**config.mk**
```make
export PLATFORM = sky130hd
export DESIGN_NAME = wdg_lock_timer
export DESIGN_NICKNAME = d
export VERILOG_FILES = /design/src/rtl/wdg_pkg.sv /design/src/rtl/wdg_prescale.sv /design/src/rtl/wdg_regs.sv /design/src/rtl/wdg_counter.sv /design/src/rtl/wdg_lock_timer.sv
export SDC_FILE = /design/constraint.sdc
export NUM_CORES = 1
export LEC_CHECK = 0
export ABC_AREA = 1
export BUFFER_PORTS_ARGS = -buffer_cell sky130_fd_sc_hd__buf_2
export CAP_MARGIN = 20
export CORE_MARGIN = 2
export CORE_UTILIZATION = 55
export CTS_BUF_LIST = sky130_fd_sc_hd__clkbuf_8
export DETAILED_ROUTE_END_ITERATION = 16
export GPL_TIMING_DRIVEN = 0
export PLACE_DENSITY = 0.82
export REMOVE_ABC_BUFFERS = 1
export SLEW_MARGIN = 15
export SYNTH_ARGS = -nofsm -noshare
export SYNTH_HDL_FRONTEND = slang
export SYNTH_SLANG_ARGS = --single-unit
export TNS_END_PERCENT = 20
```
**constraint.sdc**
```tcl
create_clock -name clk -period 2.2 [get_ports clk]
set_clock_uncertainty 0.2 [all_clocks]
set_input_delay 0.33 -clock clk [delete_from_list [all_inputs] [get_ports clk]]
set_output_delay 0.33 -clock clk [all_outputs]
set_load 0.03 [all_outputs]
```
**src/rtl/wdg_pkg.sv**
```systemverilog
package wdg_pkg;
   localparam int unsigned CTRL_W   = 16;
   localparam int unsigned B_ACT    = 1;
   localparam int unsigned B_PS_LO  = 2;
   localparam int unsigned B_PS_HI  = 3;
   localparam int unsigned B_GUARD  = 5;
   localparam int unsigned B_RUN    = 7;
   localparam logic [CTRL_W-1:0] CTRL_MASK = 16'h00AE;

   typedef enum logic [1:0] {
      SEL_LOAD  = 2'd0,
      SEL_CTRL  = 2'd1,
      SEL_CLEAR = 2'd2,
      SEL_NONE  = 2'd3
   } wsel_e;
endpackage

```
**src/rtl/wdg_prescale.sv**
```systemverilog
module wdg_prescale #(
   parameter int unsigned DIV_MID = 16,
   parameter int unsigned DIV_HI  = 256
) (
   input  logic       clk,
   input  logic       rst_n,
   input  logic       tick_i,
   input  logic       restart_i,
   input  logic [1:0] sel_i,
   output logic       step_o
);
   localparam int unsigned PW = (DIV_HI > 2) ? $clog2(DIV_HI) : 1;

   if (DIV_MID < 2 || DIV_HI <= DIV_MID) begin : g_bad_div
      $error("wdg_prescale: need 2 <= DIV_MID < DIV_HI");
   end

   logic [PW-1:0] phase_q;
   logic [PW-1:0] limit;

   always_comb begin
      unique case (sel_i)
         2'b00:   limit = '0;
         2'b01:   limit = PW'(DIV_MID - 1);
         default: limit = PW'(DIV_HI - 1);
      endcase
   end

   assign step_o = tick_i && (phase_q == limit);

   always_ff @(posedge clk or negedge rst_n) begin
      if (!rst_n)            phase_q <= '0;
      else if (restart_i)    phase_q <= '0;
      else if (step_o)       phase_q <= '0;
      else if (tick_i)       phase_q <= phase_q + 1'b1;
   end
endmodule

```
**src/rtl/wdg_regs.sv**
```systemverilog
module wdg_regs
   import wdg_pkg::*;
#(
   parameter int unsigned CNT_W = 16
) (
   input  logic              clk,
   input  logic              rst_n,
   input  logic              wr_en_i,
   input  logic [1:0]        wr_sel_i,
   input  logic [CNT_W-1:0]  wr_data_i,
   output logic [CNT_W-1:0]  load_o,
   output logic [CTRL_W-1:0] ctrl_o,
   output logic              reload_o,
   output logic              clear_o
);
   if (CNT_W < 2) begin : g_bad_w
      $error("wdg_regs: CNT_W too small");
   end

   logic locked;
   logic ctrl_take;
   logic load_take;

   assign locked    = ctrl_o[B_GUARD];
   assign load_take = wr_en_i && (wr_sel_i == SEL_LOAD) && !locked;
   assign ctrl_take = wr_en_i && (wr_sel_i == SEL_CTRL) && !locked;
   assign clear_o   = wr_en_i && (wr_sel_i == SEL_CLEAR);
   assign reload_o  = ctrl_take || clear_o;

   always_ff @(posedge clk or negedge rst_n) begin
      if (!rst_n) begin
         load_o <= '0;
         ctrl_o <= '0;
      end else begin
         if (load_take) load_o <= wr_data_i;
         if (ctrl_take) ctrl_o <= CTRL_W'(wr_data_i) & CTRL_MASK;
      end
   end
endmodule

```
**src/rtl/wdg_counter.sv**
```systemverilog
module wdg_counter #(
   parameter int unsigned CNT_W = 16
) (
   input  logic             clk,
   input  logic             rst_n,
   input  logic             active_i,
   input  logic             step_i,
   input  logic             reload_i,
   input  logic [CNT_W-1:0] load_i,
   output logic [CNT_W-1:0] count_o,
   output logic             expire_o
);
   assign expire_o = active_i && step_i && !reload_i && (count_o == '0);

   always_ff @(posedge clk or negedge rst_n) begin
      if (!rst_n)                    count_o <= '1;
      else if (reload_i || expire_o) count_o <= load_i;
      else if (active_i && step_i)   count_o <= count_o - 1'b1;
   end
endmodule

```
**src/rtl/wdg_lock_timer.sv**
```systemverilog
module wdg_lock_timer
   import wdg_pkg::*;
#(
   parameter int unsigned CNT_W   = 16,
   parameter int unsigned DIV_MID = 16,
   parameter int unsigned DIV_HI  = 256
) (
   input  logic             clk,
   input  logic             rst_n,
   input  logic             tick_i,
   input  logic             wr_en_i,
   input  logic [1:0]       wr_sel_i,
   input  logic [CNT_W-1:0] wr_data_i,
   output logic [CNT_W-1:0] count_o,
   output logic [CNT_W-1:0] load_o,
   output logic [15:0]      ctrl_o,
   output logic             irq_o,
   output logic             rst_req_o
);
   logic reload, clear, step, expire, active, hard_mode;

   wdg_regs #(.CNT_W(CNT_W)) u_regs (
      .clk, .rst_n, .wr_en_i, .wr_sel_i, .wr_data_i,
      .load_o, .ctrl_o, .reload_o(reload), .clear_o(clear)
   );

   wdg_prescale #(.DIV_MID(DIV_MID), .DIV_HI(DIV_HI)) u_pre (
      .clk, .rst_n, .tick_i, .restart_i(reload),
      .sel_i(ctrl_o[B_PS_HI:B_PS_LO]), .step_o(step)
   );

   assign active    = ctrl_o[B_RUN] || ctrl_o[B_GUARD];
   assign hard_mode = ctrl_o[B_GUARD] && ctrl_o[B_ACT];

   wdg_counter #(.CNT_W(CNT_W)) u_cnt (
      .clk, .rst_n, .active_i(active), .step_i(step), .reload_i(reload),
      .load_i(load_o), .count_o, .expire_o(expire)
   );

   always_ff @(posedge clk or negedge rst_n) begin
      if (!rst_n) begin
         irq_o     <= 1'b0;
         rst_req_o <= 1'b0;
      end else begin
         rst_req_o <= expire && hard_mode;
         if (clear)                    irq_o <= 1'b0;
         else if (expire && !hard_mode) irq_o <= 1'b1;
      end
   end
endmodule

```
Word-level counts from Yosys, hierarchy flattened. Cells that the tools add are included.

Add/sub/neg operators: 2. Multiply operators: 0. Divide/modulo/power cells: 0. Order comparisons: 0. Equality and inequality tests: 4. Shift operators: 0. Muxes and demuxes: 8. Bitwise logic cells: 0. Reduce and logical (&&, ||, !) cells: 24.

Operators with widths (number): two-way mux 16 bit (2); two-way mux 8 bit (3); logical NOT 16 bit (1); case mux 8 bit (2 select lines) (1); subtractor 16 x 1 -> 16 bit (second input constant) (1); logical AND 1 bit (12); adder 8 x 1 -> 8 bit (second input constant) (1); equality test 8 bit (1); equality test 2 x 1 -> 1 bit (second input constant) (2); logical NOT 2 bit (2); nonzero test 2 bit (2); logical NOT 1 bit (3); logical OR 1 bit (3); nonzero test 3 bit (1); equality test 2 bit (second input constant) (1); two-way mux 1 bit (2).

Register bits after elaboration: 47. Bits in latches: 0. RAM bits: 0. Memory bits (read-only): 0. Input bits: 22. Output and inout bits: 50. Memories: 0.

Depth between registers and ports, before layout. Gate-level depths: netlist (run 1).

Depth in word-level cells: 10. Mapped depth: 13. Gate-level depth less buffers: 13.

Hierarchy. A second synthesis (run 1) with hierarchy kept.

Cell total of the unflattened synthesis: 370. Area total of the unflattened synthesis: 2792.7 µm².

By module, submodules not included: wdg_counter (instances 1, cells an instance 179, area each 1211.2 µm², sequential area each 420.4 µm²); wdg_regs (instances 1, cells an instance 112, area each 972.2 µm², sequential area each 525.5 µm²); wdg_prescale (instances 1, cells an instance 70, area each 525.5 µm², sequential area each 200.2 µm²); wdg_lock_timer (instances 1, cells an instance 9, area each 83.8 µm², sequential area each 50.0 µm²).

Worst setup path after synthesis (run 1). Ideal clock, no wire load.

Path type: register to register. Start point: register u_cnt.count_o[0]. End point: register u_cnt.count_o[6]. Library setup time: 0.059 ns. Arrival time: 1.648 ns. Required time: 1.941 ns. Path slack: 0.292 ns. Cell stages (with the launch flop): 13. Buffers on the path: 1. Cells stage by stage: dfstp_2 inv_1 ha_1 nand3_1 nor2_1 nand2_1 nor2_2 nand3_4 nand2_4 buf_12 nand2_1 nand3_2 nand2_2.

Cells in the longest elaborated chain, start to end: 4. Elaborated cells on any way between the ends: 7.

RTL lines: from (decl) (line wdg_counter.sv:10) `output logic [CNT_W-1:0] count_o,`; from (signal assigned) (line wdg_counter.sv:17) `else if (reload_i || expire_o) count_o <= load_i;`; from (signal assigned) (line wdg_counter.sv:18) `else if (active_i && step_i) count_o <= count_o - 1'b1;`; branches (longest 4 deep; another with subtractor 16 x 1 -> 16 bit).

Parallel ways; which one is timed is not known. The select of a mux whose other input is x is not followed. A chain may end at the register's enable or synchronous reset.

Worst setup path in the final report (run 1).
Start point: register u_cnt.count_o[0]. End point: register u_cnt.count_o[7].

Same word-level chain as after synthesis.

==> results of run 1 <==
-- registers in the layout, indices dropped and copies added, names as in the netlist --
register / cells
u_regs.ctrl_o: 5
irq_o: 1
u_pre.phase_q: 8
u_regs.load_o: 16
rst_req_o: 1
u_cnt.count_o: 16
-- what timing repair did --
action | in CTS | in global routing
hold buffers | 0 | 1
setup buffers | 3 | 3
pin swaps | 0 | 1
endpoints found under the hold margin | 0 | 10
gates cloned | 1 | 0
resized for setup | 1 | 3
endpoints found under the setup margin | 3 | 16
-- routing by layer --
layer  wire (µm)  vias to the layer above  global-route usage, %  share of wire [%]
met1        2820                     1154                   29.1                 45
li1            -                     1283                      -                  -
met3         266                        9                   4.50                4.2
met5           0                        -                      0                  0
met4         111                        0                   7.41                1.8
met2        3110                       59                   39.6                 49
-- cell type report --
cell class / count / area, µm² / share of cell area, %
inverters: 54 / 206 / 6.27
flip-flops and latches: 47 / 1200 / 36.3
clock inverters: 3 / 47.5 / 1.44
clock buffers: 5 / 68.8 / 2.09
repair buffers: 68 / 375 / 11.4
well taps: 70 / 87.6 / 2.66
repair inverters: 1 / 7.51 / 0.228
multi-input cells: 265 / 1310 / 39.6
-- per-stage QoR --
| step | area, µm² | power, mW |
|---|---|---|
| 4_1_cts | 3220 | 3.61 |
| 2_1_floorplan | 2690 | 2.54 |
| 3_5_place_dp | 3080 | 2.92 |
| 3_3_place_gp | 3080 | 2.88 |
| 6_report | 3290 | 3.65 |
| 5_1_grt | 3290 | 3.91 |
-- power by group --
group	leakage, nW	internal (mW)	switching (mW)
Clock	0.0587	0.345	0.324
Combinational	1.14	0.583	1.05
Sequential	0.535	1.13	0.225
Total	1.74	2.06	1.60
-- worst reg2reg max path: stages (launching register included) --
cell,delay [ns]
dfstp_2,0.40
inv_1,0.11
ha_1,0.19
nand3_1,0.10
nor2_1,0.12
nand2_1,0.11
nor2_2,0.15
nand3_4,0.26
nand2_8,0.22
nand2_1,0.09
nand3_1,0.08
nand2_1,0.05
-- synthesized netlist by cell type (2+ instances only) --
cell | number | share of area (%)
nand2_2 | 6 | 1.3
nor2_2 | 3 | 0.67
buf_4 | 11 | 2.9
clkbuf_1 | 3 | 0.40
o22ai_1 | 2 | 0.45
xor2_1 | 5 | 1.6
o21a_1 | 2 | 0.53
nand2_1 | 96 | 13
dfstp_2 | 16 | 15
a21oi_1 | 13 | 2.3
nor3_1 | 3 | 0.53
o21ai_0 | 14 | 2.5
dfrtp_1 | 31 | 28
buf_2 | 2 | 0.36
nand3_2 | 2 | 0.71
ha_1 | 3 | 1.3
xnor2_1 | 5 | 1.6
nor2_1 | 47 | 6.3
nand3b_1 | 3 | 0.80
inv_1 | 53 | 7.1
nand3_1 | 42 | 7.5
buf_6 | 3 | 1.2
-- worst paths after layout --
| path | cells after the start | end | slack [ns] | start |
|---|---|---|---|---|
| worst max-delay path | 11 | u_cnt.count_o[7] | 0.08 | u_cnt.count_o[0] |
| worst min-delay path | 3 | u_regs.load_o[15] | 0.06 | wr_data_i[15] |
| worst max register to register | 11 | u_cnt.count_o[7] | 0.08 | u_cnt.count_o[0] |
| worst min register to register | 2 | u_cnt.count_o[15] | 0.29 | u_cnt.count_o[15] |
| max in group asynchronous | 3 | u_cnt.count_o[13] | 0.92 | rst_n |
| min in group asynchronous | 2 | u_pre.phase_q[6] | 0.28 | rst_n |
-- cell families after synthesis --
logic type | after synthesis
AOI/OAI and AO/OA | 32
xor gates and xnor gates | 10
adders and majority gates | 3
buffers and inverters | 74
DFF | 47
other | 1
and+or+nand+nor | 209
==> results_dict.tcl, run 1 <==
set metrics [dict create \
    run_status "finished clean" \
    antennaDiodeCount 0 \
    ys.flop_type "dfrtp_1" \
    num_rows 26 \
    routed_wl_um 6310 \
    cp-end-kind "flip-flop" \
    powerDensity_mw_per_mm2 1110 \
    crit_path_top_delay_cell "dfstp_2" \
    maxSlewHeadroom_pct 61.7 \
    synth_cell_types 33 \
    synthArstFlopShare_pct 100 \
    num_io_pins 72 \
    crit_chain "inv_1, ha_1, nand3_1, nor2_1, nand2_1, nor2_2, nand3_4, nand2_8, nand2_1, nand3_1, nand2_1" \
    syn_area_mm2 0.00281 \
    fp.dieArea_mm2 0.00569 \
    cts_max_level 2 \
    grt_max_degree 48 \
    layout-drive-gt1-share_pct 25.5 \
    syn_to_final_growth_pct 17.3 \
    hold_path.class "in2reg" \
    vias 2505 \
    hpwlAfterDp_um 4260 \
    post-route-period-util_pct 96.5 \
    synth_top_family_by_area "simple AND/OR/NAND/NOR gates" \
    grt_pass1_vias 2327 \
    cp.required_ns 2.25 \
    drtIter0Drc 149 \
    clk_pin_slew_ns 0.10 \
    grt_pass1_wl_um 9960 \
    synth_edf_count 0 \
    crit_buf_inv 1 \
    root_buffer "clkbuf_8" \
    ant_nets 0 \
    final_common_cell "nand2_1" \
    drcViolationCount 0 \
    cts_sinks 47 \
    fmax_mhz 471 \
    cp.arrival_ns 2.17 \
    hold_viol 0 \
    fill_cells 454 \
    overflow 0 \
    fin_crit_ns 2.12 \
    finalSetupTns_ns 0 \
    final_util_pct 65.8 \
    critical-path-max-stage-delay_ns 0.40 \
    start_kind "flip-flop" \
    cp_max_fo 19 \
    final_cell_mix "nand2_1, buf_2, inv_1" \
    cts_buffer_depth 2 \
    worst_path_most_repeated_cell "nand2_1" \
    place_ws_ns -0.104 \
    cts_buffers 5 \
    synth_xor_xnor_area_share_pct 3.12 \
    worstMarginPinSlew_ns 0.574 \
    setup_viol 0 \
    routabilityCongestion 0.882 \
    core-area_mm2 0.00501 \
    drt-pass1-iter-count 4 \
    fin_ws_ns 0.0763 \
    cts_tree "done" \
    synth_adder_area_share_pct 1.34 \
    final-max-slew-violation-count 0 \
    path_delay_family "simple AND/OR/NAND/NOR gates" \
    ys_ff_latch 47 \
    cap_violations 0 \
    die_h_um 75.5 \
    io_buffers 60 \
    clock_latency_ns 0.32 \
    synth_simple_gate_area_share_pct 33.6 \
    synth.area.mux_share_pct 0 \
    critPathKind "reg2reg" \
    grt_usage_pct 23.0 \
    nets 467 \
    seq_area_frac_synth_pct 42.6 \
    synth_compound_area_share_pct 6.37 \
    antenna_found_initial 0 \
    netlist_instances 376 \
    ir_drop_mv 0.621 \
    timing.hold.ws_ns 0.0610 \
    p_leak_nw 1.74 \
    start_util_pct 56.0 \
    die_w_um 75.5 \
    vias_per_cell 4.88 \
    syn_avg_cell_area_um2 7.47 \
    stdcell_count 513 \
    wl_per_cell_um 12.3 \
    dp_cells 496 \
    yosys_warnings 0 \
]
Note: power is estimated with default switching activity, not from simulation.
==> run 2: changes to the inputs <==
Settings changed: ABC_AREA 1 to not set, ABC_CLOCK_PERIOD_IN_PS set to 2200, CORE_UTILIZATION 55 to 54.
==> run 2 against run 1 <==
  * The run now ends with setup timing left
  * Critical path depth shrank 6
  * Via count grew 1.1%
  * Worst hold slack lost 0.040 ns
  * Sequential share of layout area shrank 0.90 points
  * Critical endpoint is now u_cnt.count_o[9]
  * Largest cell class unchanged
  * Highest routed layer unchanged
==> results_dict.tcl, run 2 <==
set metrics [dict create \
    run_status "complete, but fails checks" \
    violations "setup timing" \
    fmax_mhz 433 \
    fp.dieArea_mm2 0.00542 \
    maxSlewHeadroom_pct 59.0 \
    cts_sinks 47 \
    overflow 0 \
    cp_max_fo 9 \
    critical-path-max-stage-delay_ns 0.60 \
    die_h_um 73.6 \
    cp-end-kind "flip-flop" \
    worstMarginPinSlew_ns 0.615 \
    grt_setup_unrepaired "yes" \
    min_from "wr_data_i[8]" \
    hpwlAfterDp_um 4470 \
    crit_chain "or4_1, nor3_4, nand3b_1, a211o_1, a32oi_1" \
    die_w_um 73.6 \
    io_buffers 60 \
    grt_usage_pct 28.5 \
    antenna_found_initial 0 \
    syn_to_final_growth_pct 29.1 \
    layout-drive-gt1-share_pct 44.0 \
    post-route-period-util_pct 105 \
    p_leak_nw 1.50 \
    grt_max_degree 48 \
    cts_tree "done" \
    routed_wl_um 7570 \
    synth_area_leaders "dfrtp_1, dfstp_2, mux2_2" \
    reg2reg_to "u_cnt.count_o[9]" \
    seq_area_frac_synth_pct 45.7 \
    yosysTopAreaCell "dfrtp_1" \
    ys_ff_latch 47 \
    cap_violations 0 \
    start_util_pct 55.8 \
    start_kind "flip-flop" \
    cts_buffers 5 \
    drtIter0Drc 247 \
    netlist_instances 261 \
    ff2ff_path_depth 5 \
    rrSetupSlack_ns -0.11 \
    syn_area_mm2 0.00262 \
    grt_pass1_wl_um 11800 \
    hold_path.class "in2reg" \
    synth_most_common_cell "dfrtp_1" \
    timing.rr.start "u_cnt.count_o[2]" \
    final_common_cell "buf_2" \
    ant_nets 0 \
    design_area_mm2 0.00338 \
    place_area_mm2 0.00291 \
    routabilityCongestion 0.875 \
    num_io_pins 72 \
    fin_crit_ns 2.31 \
    ys.flop_type "dfrtp_1" \
    synth_cell_types 52 \
    root_buffer "clkbuf_8" \
    core-area_mm2 0.00469 \
    powerDensity_mw_per_mm2 1260 \
    cp.arrival_ns 2.34 \
    yosysTopAreaCellShare_pct 29.6 \
    clk_pin_slew_ns 0.09 \
    cts_max_level 2 \
    critPathKind "reg2reg" \
    stdcell_count 393 \
    drt-pass1-iter-count 5 \
    grt_pass1_vias 2337 \
    cts_buffer_depth 2 \
    crit_path_top_delay_cell "or4_1" \
    fin_ws_ns -0.112 \
    synthArstFlopShare_pct 100 \
    yosys_warnings 0 \
    final-max-slew-violation-count 0 \
    dp_cells 364 \
    synth_edf_count 0 \
    setup_viol 13 \
    clock_latency_ns 0.30 \
    synth.top_cells.by_count "dfrtp_1, nand2_1, nor2_1" \
    hold-path-endpoint "u_regs.load_o[8]" \
    fill_cells 353 \
    ir_drop_mv 0.703 \
    cp.required_ns 2.23 \
    hold_viol 0 \
    vias 2533 \
    finalSetupTns_ns -1.12 \
    largestRegisters "u_cnt.count_o x16, u_regs.load_o x16, u_pre.phase_q x8" \
    antennaDiodeCount 0 \
    num_rows 25 \
    wl_per_cell_um 19.3 \
    nets 363 \
    syn_avg_cell_area_um2 10.0 \
    vias_per_cell 6.45 \
    hold_depth 3 \
    drcViolationCount 0 \
    final_cell_mix "buf_2, dfrtp_1, nand2_1" \
]
[run 2: timing repair]
action,CTS,global route
hold endpoints to repair,0,31
hold buffers,0,1
gates cloned,2,1
resized for setup,29,8
pin swaps,13,6
setup endpoints to repair,22,14
buffers inserted,15,2
[run 2: worst max path at each step]
stage	endpoint	slack [ns]	from
finish	u_cnt.count_o[9]	-0.11	u_cnt.count_o[2]
detailed placement	u_cnt.count_o[2]	-0.87	u_regs.ctrl_o[3]
global placement	u_regs.load_o[14]	-2.06	u_regs.ctrl_o[5]
global route	u_cnt.count_o[12]	-0.14	u_regs.ctrl_o[3]
CTS	u_cnt.count_o[8]	-0.06	u_pre.phase_q[4]
floorplan	u_regs.load_o[0]	-1.06	u_regs.ctrl_o[5]
[run 2: kinds of logic (layout without fill, tap and decap cells)]
logic type               after synthesis  after routing  synth area share (%)
adder cells (fa/ha/maj)                3              3                  1.43
multiplexers                          18             18                  8.17
flip-flops                            47             47                  45.7
other                                  1             11                 0.143
AND/OR/NAND/NOR                       99            100                  19.8
AO/OA/AOI/OAI                         57             58                  16.5
XOR/XNOR                               5              5                  1.67
buffers and inverters                 31             97                  6.50
[run 2: final cells by class]
| cell class | instances | area, µm² | share of cell area, % |
|---|---|---|---|
| clock inverters | 3 | 12.5 | 0.370 |
| repair buffers | 82 | 513 | 15.2 |
| well taps | 54 | 67.6 | 2.00 |
| flip-flops and latches | 47 | 1200 | 35.4 |
| multi-input cells | 195 | 1490 | 44.2 |
| clock buffers | 5 | 68.8 | 2.04 |
| inverters | 7 | 26.3 | 0.778 |
[run 2: per-stage QoR]
stage | power, mW | worst slack (ns) | hold slack (ns) | util (%)
final | 4.27 | -0.112 | 0.0209 | 72.0
after global routing | 4.48 | -0.138 | 0.0333 | 72.0
after CTS | 4.18 | -0.0595 | 0.0245 | 70.3
after detailed placement | 3.41 | -0.870 | 0.291 | 62.1
after global placement | 3.36 | -2.06 | 0.283 | 61.4
after floorplan | 2.84 | -1.06 | -0.166 | -
[run 2: report_power, final]
group | internal, mW | switching, mW | leakage (nW) | total (mW)
clock | 0.215 | 0.300 | 0.0505 | 0.515
sequential | 1.25 | 0.395 | 0.548 | 1.65
combinational | 0.781 | 1.33 | 0.901 | 2.11
[run 2: per-layer routing]
layer	up-vias	track usage (%)	wire (µm)
li1	1116	-	-
met1	1218	39.4	3060
met2	169	43.9	3640
met3	30	6.45	652
met4	0	10.5	217
met5	-	0	0
[run 2: worst max-delay path, delay by kind of cell (launching register included)]
kind	cells	cell delay, ns
flip-flops	1	0.44
AND/OR/NAND/NOR	3	1.07
AO/OA/AOI/OAI	2	0.52
